File: src/rtl/cap_inacc_pkg.sv
package cap_inacc_pkg;

  // Strobes from the control module to the datapath
  typedef struct packed {
    logic clr;  // return count to zero
    logic inc;  // add one to count
  } capCtrl_t;

endpackage

File: src/rtl/cap_inacc_ctrl.sv
module cap_inacc_ctrl
  import cap_inacc_pkg::*;
(
  input  logic     clk,
  input  logic     rst,
  input  logic     chargeStrobe,
  input  logic     updateStrobe,
  input  logic     atMax,
  output capCtrl_t ctrlBus
);

  // Update has priority over charge; the increment is also held off at the ceiling
  always_comb begin
    ctrlBus.clr = updateStrobe;
    ctrlBus.inc = chargeStrobe && !updateStrobe && !atMax;
  end


  both_strobes_chk: assert property (@(posedge clk) disable iff (rst)
    (chargeStrobe && updateStrobe) |-> (ctrlBus.clr && !ctrlBus.inc));

endmodule

File: src/rtl/cap_inacc_dp.sv
module cap_inacc_dp
  import cap_inacc_pkg::*;
#(
  parameter int CNT_W       = 8,
  parameter int FLAG_THRESH = 64
) (
  input  logic             clk,
  input  logic             rst,
  input  capCtrl_t         ctrlBus,
  output logic [CNT_W-1:0] count,
  output logic             atMax,
  output logic             flag
);

  localparam logic [CNT_W-1:0] CNT_MAX  = {CNT_W{1'b1}};
  localparam logic [CNT_W-1:0] THRESH_V = CNT_W'(FLAG_THRESH);

  always_ff @(posedge clk) begin
    if (rst)              count <= '0;
    else if (ctrlBus.clr) count <= '0;
    else if (ctrlBus.inc) count <= count + CNT_W'(1);
  end

  assign atMax = (count == CNT_MAX);
  assign flag  = (count >= THRESH_V);


  inc_step_chk: assert property (@(posedge clk) disable iff (rst)
    (ctrlBus.inc && !ctrlBus.clr) |=> (count == $past(count) + CNT_W'(1)));


  clear_zero_chk: assert property (@(posedge clk) disable iff (rst)
    ctrlBus.clr |=> (count == '0));


  no_overflow_chk: assert property (@(posedge clk) disable iff (rst)
    (atMax && !ctrlBus.clr) |=> (count == CNT_MAX));


  hold_idle_chk: assert property (@(posedge clk) disable iff (rst)
    (!ctrlBus.inc && !ctrlBus.clr) |=> $stable(count));

endmodule

File: src/rtl/cap_inacc_tracker.sv
module cap_inacc_tracker #(
  parameter int CNT_W       = 8,
  parameter int FLAG_THRESH = 64
) (
  input  logic             clk,
  input  logic             rst,
  input  logic             chargeStrobe,
  input  logic             updateStrobe,
  output logic [CNT_W-1:0] chargeCount,
  output logic             inaccurateFlag
);

  import cap_inacc_pkg::*;

  localparam logic [CNT_W-1:0] THRESH_V = CNT_W'(FLAG_THRESH);

  capCtrl_t ctrlBus;
  logic     atMax;

  cap_inacc_ctrl u_ctrl (
    .clk          (clk),
    .rst          (rst),
    .chargeStrobe (chargeStrobe),
    .updateStrobe (updateStrobe),
    .atMax        (atMax),
    .ctrlBus      (ctrlBus)
  );

  cap_inacc_dp #(
    .CNT_W       (CNT_W),
    .FLAG_THRESH (FLAG_THRESH)
  ) u_dp (
    .clk     (clk),
    .rst     (rst),
    .ctrlBus (ctrlBus),
    .count   (chargeCount),
    .atMax   (atMax),
    .flag    (inaccurateFlag)
  );


  flag_rise_chk: assert property (@(posedge clk) disable iff (rst)
    $rose(inaccurateFlag) |-> ($past(chargeCount) == THRESH_V - CNT_W'(1)));


  flag_clear_chk: assert property (@(posedge clk) disable iff (rst)
    updateStrobe |=> !inaccurateFlag);

endmodule

File: config.mk
export PLATFORM = sky130hd
export DESIGN_NAME = cap_inacc_tracker
export DESIGN_NICKNAME = d
export VERILOG_FILES = /design/src/rtl/cap_inacc_pkg.sv /design/src/rtl/cap_inacc_ctrl.sv /design/src/rtl/cap_inacc_dp.sv /design/src/rtl/cap_inacc_tracker.sv
export SDC_FILE = /design/constraint.sdc
export NUM_CORES = 1
export LEC_CHECK = 0
export ABC_AREA = 1
export ABC_CLOCK_PERIOD_IN_PS = 1600
export CAP_MARGIN = 40
export CORE_AREA = 2 2 39 41
export CTS_BUF_LIST = sky130_fd_sc_hd__clkbuf_8
export DETAILED_ROUTE_END_ITERATION = 8
export DIE_AREA = 0 0 41 43
export GPL_TIMING_DRIVEN = 0
export PLACE_DENSITY = 0.67
export REMOVE_ABC_BUFFERS = 1
export SYNTH_ARGS = -nofsm -noshare
export SYNTH_HDL_FRONTEND = slang
export SYNTH_SLANG_ARGS = --single-unit
File: constraint.sdc
create_clock -name clk -period 1.6 [get_ports clk]
set_clock_uncertainty 0.1 [all_clocks]
set_input_delay 0.24 -clock clk [delete_from_list [all_inputs] [get_ports clk]]
set_output_delay 0.24 -clock clk [all_outputs]
set_load 0.01 [all_outputs]
# Yosys cells after proc, flatten, opt, wreduce, memory -nomap -nowiden

Index checks and enable logic that the tools add are counted.

Reductions and logical operators: 5
Equality and inequality tests: 1
Magnitude comparators: 1
Add/subtract/negate cells: 1

Operators with widths:

| kind                                                                   | count |
|---|---|
| 8-bit by 1-bit adder with 8-bit output (second input constant)         | 1 |
| 8-bit == test (second input constant)                                  | 1 |
| 8-bit by 7-bit >= comparator with 1-bit output (second input constant) | 1 |
| 1-bit logical AND                                                      | 2 |
| 1-bit zero test                                                        | 2 |
| 2-bit OR reduction                                                     | 1 |

Bits of input ports: 4
Register bits: 8
Logic and storage cells: 9
Output and inout bits: 9

# Longest topological paths before layout

Depth after elaboration: 3
Mapped depth: 8
Depth with buffers taken out: 8

# Cells and area by module

Synthesis repeated with hierarchy kept, for this count alone.

Cell total of the unflattened synthesis: 56
Area, all modules: 399.1 um^2

Modules (own cells, without submodules):

| module         | instances | area an instance (um^2) | cells an instance | seq. area each (um^2) |
|---|---|---|---|---|
| cap_inacc_dp   | 1         | 377.9                   | 52                | 160.2 |
| cap_inacc_ctrl | 1         | 21.3                    | 4                 | 0.0 |

# Worst setup path before layout

No wires, ideal clock.

Kind: register to register
From: register u_dp.count[1]
To: register u_dp.count[0]
Cell stages (with the launch flop): 9
Buffers on the path: 0
Clock period less this slack: 1.352 ns
Slack: 0.248 ns
Setup time: 0.113 ns
Required time: 1.387 ns
Data arrival time: 1.138 ns
Cell sequence: dfxtp_1 > ha_1 > nand2_2 > nor2_4 > nand2_4 > nand2_4 > inv_2 > nor2_1 > nor2_1

Word-level cells in the longest chain between the ends: 3

Ends and longest elaborated chain:

| item                     | line                 | RTL |
|---|---|---|
| start: declaration       | cap_inacc_dp.sv:10   | `output logic [CNT_W-1:0] count,` |
| start signal: assignment | cap_inacc_dp.sv:21   | `else if (ctrlBus.inc) count <= count + CNT_W'(1);` |
| 8-bit == test            | cap_inacc_dp.sv:24   | `assign atMax = (count == CNT_MAX);` |
| 1-bit zero test          | cap_inacc_ctrl.sv:15 | `ctrlBus.inc = chargeStrobe && !updateStrobe && !atMax;` |
| 1-bit logical AND        | cap_inacc_ctrl.sv:15 |  |

No other way between the ends.
A chain may end at the register's enable or synchronous reset.

# Final worst setup path

From: register u_dp.count[2]
To: output chargeCount[2]

RTL lines:

| item             | line                   | RTL |
|---|---|---|
| end: declaration | cap_inacc_tracker.sv:9 | `output logic [CNT_W-1:0] chargeCount,` |

No word-level cell between the ends.

==> key figures <==
Pwr
  – P per Cell Area: 739 nW/um^2
  – Largest vdd supply drop: 0.351 mV
  – Leakage: 0.275 nW
  – Total chip power: 0.488 mW

Clock tree
  – Postcts setup bufs: 0
  – Clock root buffer: clkbuf_8
  – Largest buffer count on any clock path: 2
  – Total CTS buffers: 3
  – CTS tree: yes
  – # hold bufs at CTS: 0
  – Worst-Skew Late Latency: 230 ps
  – H-tree depth: 1
  – Resized Gates After CTS: 2
  – CTS Sinks: 8
  – Worst-path clk slew: 40 ps

STA
  – RSZ-0062 raised after global routing: no
  – Final setup fails: 0
  – Fin. Hold Viols: 0
  – Max Freq: 652 MHz
  – Slew HR: 78.1%
  – Worst slew pin tran: 329 ps
  – Final Cycle Share: 95.8%
  – Slew Limit Fails: 0
  – Tmin final: 1530 ps
  – Setup tns final: 0 ps
  – WHS: 408 ps

GRT
  – Initial antenna violation count: 0
  – Vias in the first global route: 424
  – Grt total ovfl: 0
  – Pin count of the biggest net entering global routing: 10
  – First-pass GRT wire length: 1730 um
  – All-Layer GR Usage: 15.0%

Cells and area
  – Biggest regs: u_dp.count: 8 flops
  – Area Overhead vs Synth: 37.9%
  – Util after Layout: 47.7%
  – Number of diodes: 0
  – Max reg flops: 8
  – Reg with most FFs: u_dp.count
  – # fillers: 141
  – Fin nets: 93
  – Layout cells sized above 1: 19.8%

Detailed routing
  – DRT Pass-1 Iters: 4
  – Detailed Route Iter0 Violations: 10
  – Average routed wire per standard cell: 9.73 um
  – Drt drc: 0
  – Via count: 467
  – Via density: 4.58
  – Post-route ant nets: 0
  – Routed WL: 992 um

Setup path
  – Critical Path RT: 1260 ps
  – CP max stage delay: 560 ps
  – CP bufs+invs: 1
  – Worst setup path class: flop to primary output
  – Reg2reg end: u_dp.count[0]
  – Crit path launch type: flop
  – Reg2reg setup slack: 200 ps
  – CP cell instances: clkdlybuf4s50_1
  – Arr. time, crit path: 1190 ps
  – Worst r2r path cells: 8
  – Slowest library cell on the worst path: clkdlybuf4s50_1
  – CP Capture Type: primary output
  – Reg2reg start: u_dp.count[0]
  – CP delay by family, top: buffers and inverters
  – Max FO, Critical Path: 5

Run status
  – Status: completed

Floorplan
  – Initial Util: 34.6%
  – Die H: 43 um
  – Die area: 1760 sq um
  – Core area: 1380 sq um
  – Die width: 41 um
  – IO Pins: 13
  – Rows: 14

Yosys
  – Warnings from Yosys: 0
  – Netlist cell types: 17
  – #FFs+latches synth: 8
  – Yosys top cell area share: 33.4%
  – Syn_area_per_cell: 6.75 sq um
  – Syn Inst Count: 71
  – Post-synth top area cell: dfxtp_1
  – Synth top area cells: dfxtp_1 (33%), nand2_1 (11%), nor2_1 (10%), nor2_4 (7.0%), nand3_1 (6.3%)
  – Sequential area share after synthesis: 33.4%
  – Mapped Area: 479 sq um

Worst hold path
  – Hold Path End: u_dp.count[7]
  – Hold path start: u_dp.count[7]
  – Hold Path Class: flop to flop
  – Hold depth: 2

Job
  – Number of max-cap violations: 0

Placed design
  – Port bufs: 12
  – GP Congestion: 0.787
  – Detail Placement HPWL: 732 um
[how the worst max path moves through the flow]
stage	startpoint	to	slack, ps	cells past startpoint
after floorplan	u_dp.count[1]	u_dp.count[0]	250	8
after global placement	updateStrobe	u_dp.count[3]	90	7
after detailed placement	updateStrobe	u_dp.count[3]	90	7
after CTS	u_dp.count[2]	chargeCount[2]	60	1
after global routing	u_dp.count[2]	chargeCount[2]	6	1
final	u_dp.count[2]	chargeCount[2]	70	1
[cells in the mapped netlist]
cell type	instances
nand2_1	14
nor2_1	13
dfxtp_1	8
inv_1	8
nand3_1	6
nor2_2	3
nor2_4	3
a21oi_1	2
inv_2	2
nand2_2	2
nand2_4	2
nand4_1	2
o21ai_1	2
a21oi_2	1
clkinv_1	1
ha_1	1
nor3_1	1
[kinds of logic (layout without fill, tap and decap cells)]
group                      after synthesis  in the layout  share of synthesized area (%)
DFF                                      8              8                           33.4
adders and majority gates                1              1                           2.61
and+or+nand+nor                         46             46                           49.3
buffers and inverters                   11             26                           8.62
AOI/OAI and AO/OA                        5              5                           6.01
[layer usage]
layer | GRT usage [%] | part of all wire, %
met5 | 0 | 0
met1 | 18.8 | 47
met3 | 4.71 | 5.3
met4 | 12.0 | 4.2
met2 | 20.0 | 43
[layout make-up]
cell class | count | area (sq um) | area share (%)
inverter | 11 | 41.3 | 6.25
multi-input combinational | 52 | 278 | 42.0
timing repair buffer | 12 | 119 | 18.0
clock buffer | 3 | 41.3 | 6.25
sequential | 8 | 161 | 24.4
tap | 16 | 20.0 | 3.03
[metrics by stage]
step	worst slack [ps]	cells	cell area (sq um)
6_report	67.3	102	661
5_1_grt	6.13	102	661
4_1_cts	55.1	102	661
3_5_place_dp	88.8	99	619
3_3_place_gp	93.7	99	619
2_1_floorplan	248	71	479
[where the power goes]
group | internal (mW) | total, mW | switching, mW
Sequential | 0.202 | 0.204 | 0.00214
Clock | 0.164 | 0.250 | 0.0868
Combinational | 0.0161 | 0.0338 | 0.0178
[cell usage in the layout (no fill, tap or decap), drive strengths merged]
| master | netlist | routed |
|---|---|---|
| a21oi | 3 | 3 |
| clkbuf | 0 | 3 |
| clkdlybuf4s50 | 0 | 11 |
| clkinv | 1 | 1 |
| dfxtp | 8 | 8 |
| dlygate4sd2 | 0 | 1 |
| ha | 1 | 1 |
| inv | 10 | 10 |
| nand2 | 18 | 18 |
| nand3 | 6 | 6 |
| nand4 | 2 | 2 |
| nor2 | 19 | 19 |
| nor3 | 1 | 1 |
| o21ai | 2 | 2 |
Note: power is estimated with default switching activity, not from simulation.
